File: config.mk
export PLATFORM = sky130hd
export DESIGN_NAME = core_sleep_ctrl
export DESIGN_NICKNAME = d
export VERILOG_FILES = /design/src/rtl/slc_pkg.sv /design/src/rtl/slc_event_latch.sv /design/src/rtl/slc_wake_detect.sv /design/src/rtl/slc_state_fsm.sv /design/src/rtl/core_sleep_ctrl.sv
export SDC_FILE = /design/constraint.sdc
export NUM_CORES = 1
export LEC_CHECK = 0
export ABC_AREA = 1
export BUFFER_PORTS_ARGS = -buffer_cell sky130_fd_sc_hd__buf_4
export CORE_AREA = 2 2 39 41
export CTS_CLUSTER_SIZE = 20
export DETAILED_ROUTE_END_ITERATION = 8
export DIE_AREA = 0 0 41 43
export GPL_TIMING_DRIVEN = 0
export PLACE_DENSITY_LB_ADDON = 0.2
export SETUP_SLACK_MARGIN = 0.2
export SLEW_MARGIN = 25
export SYNTH_ARGS = -nofsm -noshare
export SYNTH_HDL_FRONTEND = slang
export SYNTH_SLANG_ARGS = --single-unit
File: constraint.sdc
create_clock -name clk -period 1.4 [get_ports clk]
set_clock_uncertainty 0.05 [all_clocks]
set_input_delay 0.21 -clock clk [delete_from_list [all_inputs] [get_ports clk]]
set_output_delay 0.21 -clock clk [all_outputs]
set_load 0.005 [all_outputs]
File: src/rtl/slc_pkg.sv
package slc_pkg;

    localparam int unsigned ST_W = 2;

    typedef enum logic [ST_W-1:0] {
        ST_RUN  = 2'd0,
        ST_NAP  = 2'd1,
        ST_DEEP = 2'd2,
        ST_LOCK = 2'd3
    } slc_state_e;

    // Which instruction put the core to sleep; selects the wake sources.
    typedef enum logic {
        KIND_IRQ = 1'b0,
        KIND_EVT = 1'b1
    } slc_kind_e;

    typedef struct packed {
        logic core;
        logic hfclk;
        logic flash;
        logic halted;
    } slc_out_t;

    function automatic slc_out_t slc_decode(input slc_state_e s);
        slc_out_t o;
        unique case (s)
            ST_RUN:  o = '{core: 1'b1, hfclk: 1'b1, flash: 1'b1, halted: 1'b0};
            ST_NAP:  o = '{core: 1'b0, hfclk: 1'b1, flash: 1'b1, halted: 1'b1};
            ST_DEEP: o = '{core: 1'b0, hfclk: 1'b0, flash: 1'b0, halted: 1'b1};
            default: o = '{core: 1'b1, hfclk: 1'b1, flash: 1'b1, halted: 1'b1};
        endcase
        return o;
    endfunction

    function automatic logic slc_is_asleep(input slc_state_e s);
        return (s == ST_NAP) || (s == ST_DEEP);
    endfunction

endpackage

File: src/rtl/slc_event_latch.sv
module slc_event_latch (
    input  logic clk,
    input  logic rst,
    input  logic set_i,
    input  logic consume_i,
    input  logic event_i,
    output logic flag_o,
    output logic seen_o
);
    logic flag_q;

    always_ff @(posedge clk) begin
        if (rst) begin
            flag_q <= 1'b0;
        end else if (consume_i) begin
            flag_q <= 1'b0;
        end else if (set_i) begin
            flag_q <= 1'b1;
        end
    end

    assign flag_o = flag_q;
    // An event in the same cycle as the check counts as already latched.
    assign seen_o = flag_q | event_i;
endmodule

File: src/rtl/slc_wake_detect.sv
module slc_wake_detect
    import slc_pkg::*;
(
    input  slc_state_e state_i,
    input  slc_kind_e  kind_i,
    input  logic       irq_pend_i,
    input  logic       event_i,
    input  logic       dbg_wake_i,
    output logic       wake_o
);
    logic evt_ok;

    always_comb begin
        evt_ok = (kind_i == KIND_EVT) && event_i;
        wake_o = slc_is_asleep(state_i) && (irq_pend_i || dbg_wake_i || evt_ok);
    end
endmodule

File: src/rtl/slc_state_fsm.sv
module slc_state_fsm
    import slc_pkg::*;
(
    input  logic       clk,
    input  logic       rst,
    input  logic       wfi_i,
    input  logic       wfe_i,
    input  logic       deep_sel_i,
    input  logic       hard_fault_i,
    input  logic       nmi_i,
    input  logic       nmi_act_i,
    input  logic       hf_act_i,
    input  logic       wake_i,
    input  logic       ev_seen_i,
    output logic       consume_o,
    output slc_state_e state_o,
    output slc_kind_e  kind_o
);
    slc_state_e state_q, state_n;
    slc_kind_e  kind_q, kind_n;
    logic       lock_nmi_q, lock_nmi_n;
    logic       fault_locks;
    slc_state_e sleep_tgt;

    always_comb begin
        fault_locks = hard_fault_i && (nmi_act_i || hf_act_i);
        sleep_tgt   = deep_sel_i ? ST_DEEP : ST_NAP;
        state_n     = state_q;
        kind_n      = kind_q;
        lock_nmi_n  = lock_nmi_q;
        consume_o   = 1'b0;
        unique case (state_q)
            ST_RUN: begin
                if (fault_locks) begin
                    state_n    = ST_LOCK;
                    lock_nmi_n = nmi_act_i;
                end else if (wfi_i) begin
                    state_n = sleep_tgt;
                    kind_n  = KIND_IRQ;
                end else if (wfe_i) begin
                    if (ev_seen_i) begin
                        consume_o = 1'b1;
                    end else begin
                        state_n = sleep_tgt;
                        kind_n  = KIND_EVT;
                    end
                end
            end
            ST_NAP, ST_DEEP: begin
                if (wake_i) state_n = ST_RUN;
            end
            default: begin
                if (nmi_i && !lock_nmi_q) state_n = ST_RUN;
            end
        endcase
    end

    always_ff @(posedge clk) begin
        if (rst) begin
            state_q    <= ST_RUN;
            kind_q     <= KIND_IRQ;
            lock_nmi_q <= 1'b0;
        end else begin
            state_q    <= state_n;
            kind_q     <= kind_n;
            lock_nmi_q <= lock_nmi_n;
        end
    end

    assign state_o = state_q;
    assign kind_o  = kind_q;
endmodule

File: src/rtl/core_sleep_ctrl.sv
module core_sleep_ctrl
    import slc_pkg::*;
(
    input  logic            clk,
    input  logic            rst,
    input  logic            wfi_i,
    input  logic            wfe_i,
    input  logic            deep_sel_i,
    input  logic            hard_fault_i,
    input  logic            nmi_i,
    input  logic            nmi_act_i,
    input  logic            hf_act_i,
    input  logic            irq_pend_i,
    input  logic            event_i,
    input  logic            dbg_wake_i,
    output logic            core_clk_en_o,
    output logic            hf_clk_en_o,
    output logic            flash_en_o,
    output logic            halted_o,
    output logic [ST_W-1:0] state_o
);
    slc_state_e cur_state;
    slc_kind_e  cur_kind;
    logic       wake, consume, ev_seen, ev_flag, ev_set;
    slc_out_t   outs;

    assign ev_set = (cur_state == ST_RUN) && event_i;

    slc_event_latch u_evt (
        .clk       (clk),
        .rst       (rst),
        .set_i     (ev_set),
        .consume_i (consume),
        .event_i   (event_i),
        .flag_o    (ev_flag),
        .seen_o    (ev_seen)
    );

    slc_wake_detect u_wake (
        .state_i    (cur_state),
        .kind_i     (cur_kind),
        .irq_pend_i (irq_pend_i),
        .event_i    (event_i),
        .dbg_wake_i (dbg_wake_i),
        .wake_o     (wake)
    );

    slc_state_fsm u_fsm (
        .clk          (clk),
        .rst          (rst),
        .wfi_i        (wfi_i),
        .wfe_i        (wfe_i),
        .deep_sel_i   (deep_sel_i),
        .hard_fault_i (hard_fault_i),
        .nmi_i        (nmi_i),
        .nmi_act_i    (nmi_act_i),
        .hf_act_i     (hf_act_i),
        .wake_i       (wake),
        .ev_seen_i    (ev_seen),
        .consume_o    (consume),
        .state_o      (cur_state),
        .kind_o       (cur_kind)
    );

    always_comb begin
        outs          = slc_decode(cur_state);
        core_clk_en_o = outs.core;
        hf_clk_en_o   = outs.hfclk;
        flash_en_o    = outs.flash;
        halted_o      = outs.halted;
        state_o       = cur_state;
    end

    logic unused_flag;
    assign unused_flag = ev_flag;
endmodule

# == Word-level counts from Yosys, hierarchy flattened ==
# Index checks and enable logic that the tools add are counted.
# word_totals
word_cells,47
ram_bits,0
memories,0
ff_bits,5
latch_bits,0
mem_bits_ro,0
in_bits,12
# classes
shifts,0
n_eq_ne,6
mux,17
order_cmp,0
n_mul,0
div_mod_pow,0
add_sub_neg,0
n_reduce_logical,18
n_bitwise,2
# ops
op,n
2-to-1 mux 2 bit,7
case mux 4 bit (3 select lines),1
2-to-1 mux 1 bit,8
"inequality test 4 x 3 -> 1 bit, second input constant",2
AND reduction 4 bit,2
logical AND 1 bit,5
logical OR 1 bit,4
case mux 2 bit (2 select lines),1
OR reduction 2 bit,2
nonzero test 3 bit,1
"== test 2 x 1 -> 1 bit, second input constant",1
"== test 2 bit, second input constant",1
zero test 2 bit,1
"inequality test 2 x 1 -> 1 bit, second input constant",1
"inequality test 2 bit, second input constant",1
AND reduction 2 bit,1
nonzero test 2 bit,1
zero test 1 bit,1
inverter 1 bit,1
OR 1 bit,1

# == Depth between registers and ports, before layout ==
# depth
ltp_word,7
mapped_depth,9

# == Hierarchy ==
# A second synthesis with hierarchy kept.
# hier_totals
cells_unflattened,72
hier_area_um2,441.7
# modules_own_cells
mod,seq_area_each_um2,cells_each,n_inst,area_per_inst_um2
slc_state_fsm,80.1,45,1,300.3
core_sleep_ctrl,0.0,10,1,58.8
slc_event_latch,20.0,7,1,45.0
slc_wake_detect,0.0,10,1,37.5

# == Worst setup path before layout ==
# Ideal clock, no wire load.
# synth_path
path_type,flip-flop to flip-flop
from,reg u_fsm.state_q[0] (netlist: u_fsm.state_o[0])
to,reg u_fsm.state_q[0] (netlist: u_fsm.state_o[0])
arrival_ns,1.119
setup_ns,0.114
setup_slack_ns,0.117
required_time_ns,1.236
path_buffers,0
stages_incl_launch_ff,9
path_cell_list,dfxtp_1 -> inv_1 -> ha_1 -> nand3_1 -> nand2_1 -> inv_1 -> nand2_2 -> nor2_1 -> nor2_2
# synth_via
elab_chain_cells,5
# synth_rtl
item,line_no,source
"start, declared",slc_state_fsm.sv:19,"slc_state_e state_q, state_n;"
"start signal, assigned",slc_state_fsm.sv:64,state_q <= state_n;
== test 2 x 1 -> 1 bit or == test 2 bit (tied branches),"slc_pkg.sv:37, slc_state_fsm.sv:32",
logical OR 1 bit,slc_pkg.sv:37,return (s == ST_NAP) || (s == ST_DEEP);
logical AND 1 bit,slc_wake_detect.sv:15,wake_o = slc_is_asleep(state_i) && (irq_pend_i || dbg_wake_i || evt_ok);
inequality test 2 x 1 -> 1 bit (no source line),n/a,
AND reduction 4 bit (no source line),n/a,
# Parallel ways exist; a longest one is shown, timed or not.
# A chain may end at the register's enable or synchronous reset.

# == Worst setup path after layout ==
# layout_path
from,reg u_fsm.state_q[1] (netlist: u_fsm.state_o[1])
to,out core_clk_en_o
# layout_via
elab_chain_cells,2
# layout_rtl
item,line_no,source
"== test 2 bit, or another cell as far along",slc_pkg.sv:27,unique case (s)
case mux 4 bit (3 select lines) *,slc_pkg.sv:27,
"end, declared",core_sleep_ctrl.sv:16,"output logic core_clk_en_o,"
# Every way passes the cells marked *; elsewhere a longest branch is shown, timed or not.

==> metrics.md <==
| Metric | Value |
|---|---|
| Type of destination of the critical path | output port |
| Reported leakage power | 0.325 nW |
| Count of different cell masters after synthesis | 17 |
| Effective utilization at floorplan | 26.1% |
| Weighted congestion reported at the end of routability-driven placement | 0.679 |
| Root buffer cell | clkbuf_4 |
| Maximum achievable frequency | 0.768 GHz |
| Worst skew pair latency | 240 ps |
| Initial antenna violation count | 0 |
| Remaining number of nets flagged by the antenna check after routing | 0 |
| Status | finished clean |
| Number of design-rule violations left by the first detailed-router iteration | 2 |
| Cell Pwr Density | 1630 nW/um^2 |
| Floorplan die width | 41 um |
| Remaining global-route overflow | 0 |
| Die Height | 43 um |
| Total Routing Usage GR | 11.3% |
| Avg WL per Cell | 8.84 um |
| Commonest cells post-synth | inv_1 (11), nand2_1 (9), nor2_1 (6) |
| Number of fill cells | 140 |
| Share of the core filled with cells | 46.9% |
| Vias in the first global route | 363 |
| Shortest clock period the worst path allows after layout | 1300 ps |
| Endpoints failing hold | 0 |
| Most common cell on crit path | inv_2 |
| Transition at the pin with the smallest max-transition slack | 223 ps |
| CP Max Fanout | 4 |
| Post-synth net total | 70 |
| Cell with the biggest individual delay on the critical path | dfxtp_4 |
| Placement-stage worst setup slack | 148 ps |
| Area share of the largest cell type after synthesis | 27.7% |
| Share of flip-flops with an asynchronous set or reset after synthesis | 0% |
| Number of flops mapped to enable cells by yosys | 0 |
| Buffers added on ports | 17 |
| Number of pins exceeding their max-slew limit in the final report | 0 |
| Diode insertion count for antenna repair | 0 |
| Routed vias | 415 |
| Critical path, cell by cell | inv_2 -> ha_4 -> inv_2 -> buf_6 |
| Most common cell in the synthesized netlist | inv_1 |
| Total number of nets in the final design | 97 |
| Maximum number of pins on one net before global-route repair | 5 |
| Clk buf depth | 2 |
| Number of optimization iterations in the first detailed-route pass | 2 |
| RSZ-0062 raised after global routing | yes |
| CTS tree | done |
| Floorplan core area | 1380 um^2 |
| Classification of the worst setup path | flop to output port |
| Biggest area contributors in the synthesized netlist | dfxtp_1 (28%), inv_1 (11%), ha_1 (10%) |
| WP data arrival | 1040 ps |
| Startpoint type of the worst setup path | flop |
| Worst min path class | input port to flop |
| Relative slew slack | 85.1% |
| Number of max-cap violations | 0 |
| Worst path max stage delay | 370 ps |
| Mean post-synth cell area | 6.57 um^2 |
| Sequential-to-total area share from yosys stat | 27.7% |
| Synthesized flop and latch total | 5 |
| Synthesized cell area | 362 um^2 |
| Sink count of the clock tree | 5 |
| CP required | 1140 ps |
| Most common flop cell mapped by yosys | dfxtp_1 |
| Final setup slack of the worst path | 97.8 ps |
| Synth area leader | dfxtp_1 |
| Ratio of cells with drive above 1 in the final layout | 60.5% |
| Row count | 14 |
| Sum of negative setup slack | 0 ps |
| Final critical-path share of the clock period | 93.0% |
| Via density per instance | 4.28 |
| H-tree lvl count | 1 |
| Overall die area | 1760 um^2 |
| Wire length of the first global-routing pass | 1330 um |
| Synth Warn # | 0 |
| Drt drc | 0 |
| Total Wirelength | 857 um |
| VDD IR-drop max | 892 uV |
| Syn Inst Count | 55 |
| IO Pins | 18 |
| Half-perimeter wire length of the detailed placement result | 637 um |
| Area overhead of the layout relative to synthesis | 79.6% |
| Clock slew seen by the registers of the worst setup and hold paths | 50 ps |
| Final setup violation count | 0 |
| Total CTS buffers | 3 |
[final timing paths]
check,cells past startpoint,endpoint,startpoint,slack (ps)
max reg2reg,9,u_fsm.state_o[0],u_fsm.state_o[1],120
max,4,core_clk_en_o,u_fsm.state_o[1],100
min reg2reg,2,u_fsm.kind_o,u_fsm.kind_o,420
min,2,u_fsm.lock_nmi_q,rst,80
[stage by stage]
stage	cells	area [um^2]	hold WS [ps]	power (mW)
2_1_floorplan	55	379	229	0.502
3_3_place_gp	88	527	338	0.692
3_5_place_dp	88	527	337	0.691
4_1_cts	95	603	81.2	0.988
5_1_grt	97	649	89.3	1.14
6_report	97	649	82.8	1.06
[sequential cells by signal, summed over array words and instances, names as in the netlist]
signal	flops
u_fsm.lock_nmi_q	1
u_fsm.kind_o	1
u_fsm.state_o	2
u_evt.flag_o	1
[area by class of cell]
class	instances	area [um^2]	share of cell area (%)
Timing Repair Buffer	22	180	27.7
Tap cell	16	20.0	3.08
Clock buffer	4	26.3	4.05
Inverter	12	50.0	7.71
Sequential cell	5	105	16.2
Multi-Input combinational cell	37	256	39.5
Buffer	1	11.3	1.73
[what timing repair did]
action	4_1_cts	5_1_grt
resized for setup	10	8
endpoints found under the setup margin	6	7
pin swaps	4	3
hold buffers	0	0
buffers inserted	3	2
[power by group]
| part | internal (mW) | switching (mW) |
|---|---|---|
| Clock | 0.108 | 0.0613 |
| Sequential | 0.186 | 0.0344 |
| Combinational | 0.377 | 0.291 |
| Total | 0.672 | 0.386 |
[kinds of logic (layout without fill, tap and decap cells)]
| logic type | count (synthesis) | in the layout | share of synthesized area (%) |
|---|---|---|---|
| AOI/OAI and AO/OA | 9 | 9 | 14.5 |
| adders and majority gates | 3 | 3 | 10.4 |
| buffers and inverters | 13 | 39 | 14.5 |
| DFF | 5 | 5 | 27.7 |
| and+or+nand+nor | 25 | 25 | 32.9 |
[cells in the final DEF (no fill, tap or decap)]
| cell type | n |
|---|---|
| buf_4 | 18 |
| nand2_1 | 9 |
| inv_1 | 6 |
| nor2_1 | 5 |
| buf_6 | 5 |
| inv_2 | 4 |
| nor2_2 | 4 |
| clkbuf_4 | 3 |
| dfxtp_1 | 3 |
| inv_4 | 2 |
| nand3_1 | 2 |
| a21oi_1 | 2 |
| nand3_2 | 2 |
| a21oi_2 | 2 |
| nand2_2 | 2 |
| ha_4 | 2 |
| o21ai_1 | 1 |
| o21ai_0 | 1 |
| nor2_4 | 1 |
| a31oi_1 | 1 |
| o211ai_1 | 1 |
| o21ai_2 | 1 |
| ha_2 | 1 |
| clkbuf_1 | 1 |
| dfxtp_2 | 1 |
| dfxtp_4 | 1 |
[per-layer routing]
layer	GRT usage, %	share of wire (%)
met1	12.9	39
met2	17.2	52
met3	7.85	8.8
met4	2.00	0
met5	0	0
[critical path: cells and delay by family (launching register included)]
family     cells  cell delay [ps]
flops          1              370
fa+ha+maj      1              250
buf+inv        3              180
(Power assumes the default switching activity.)
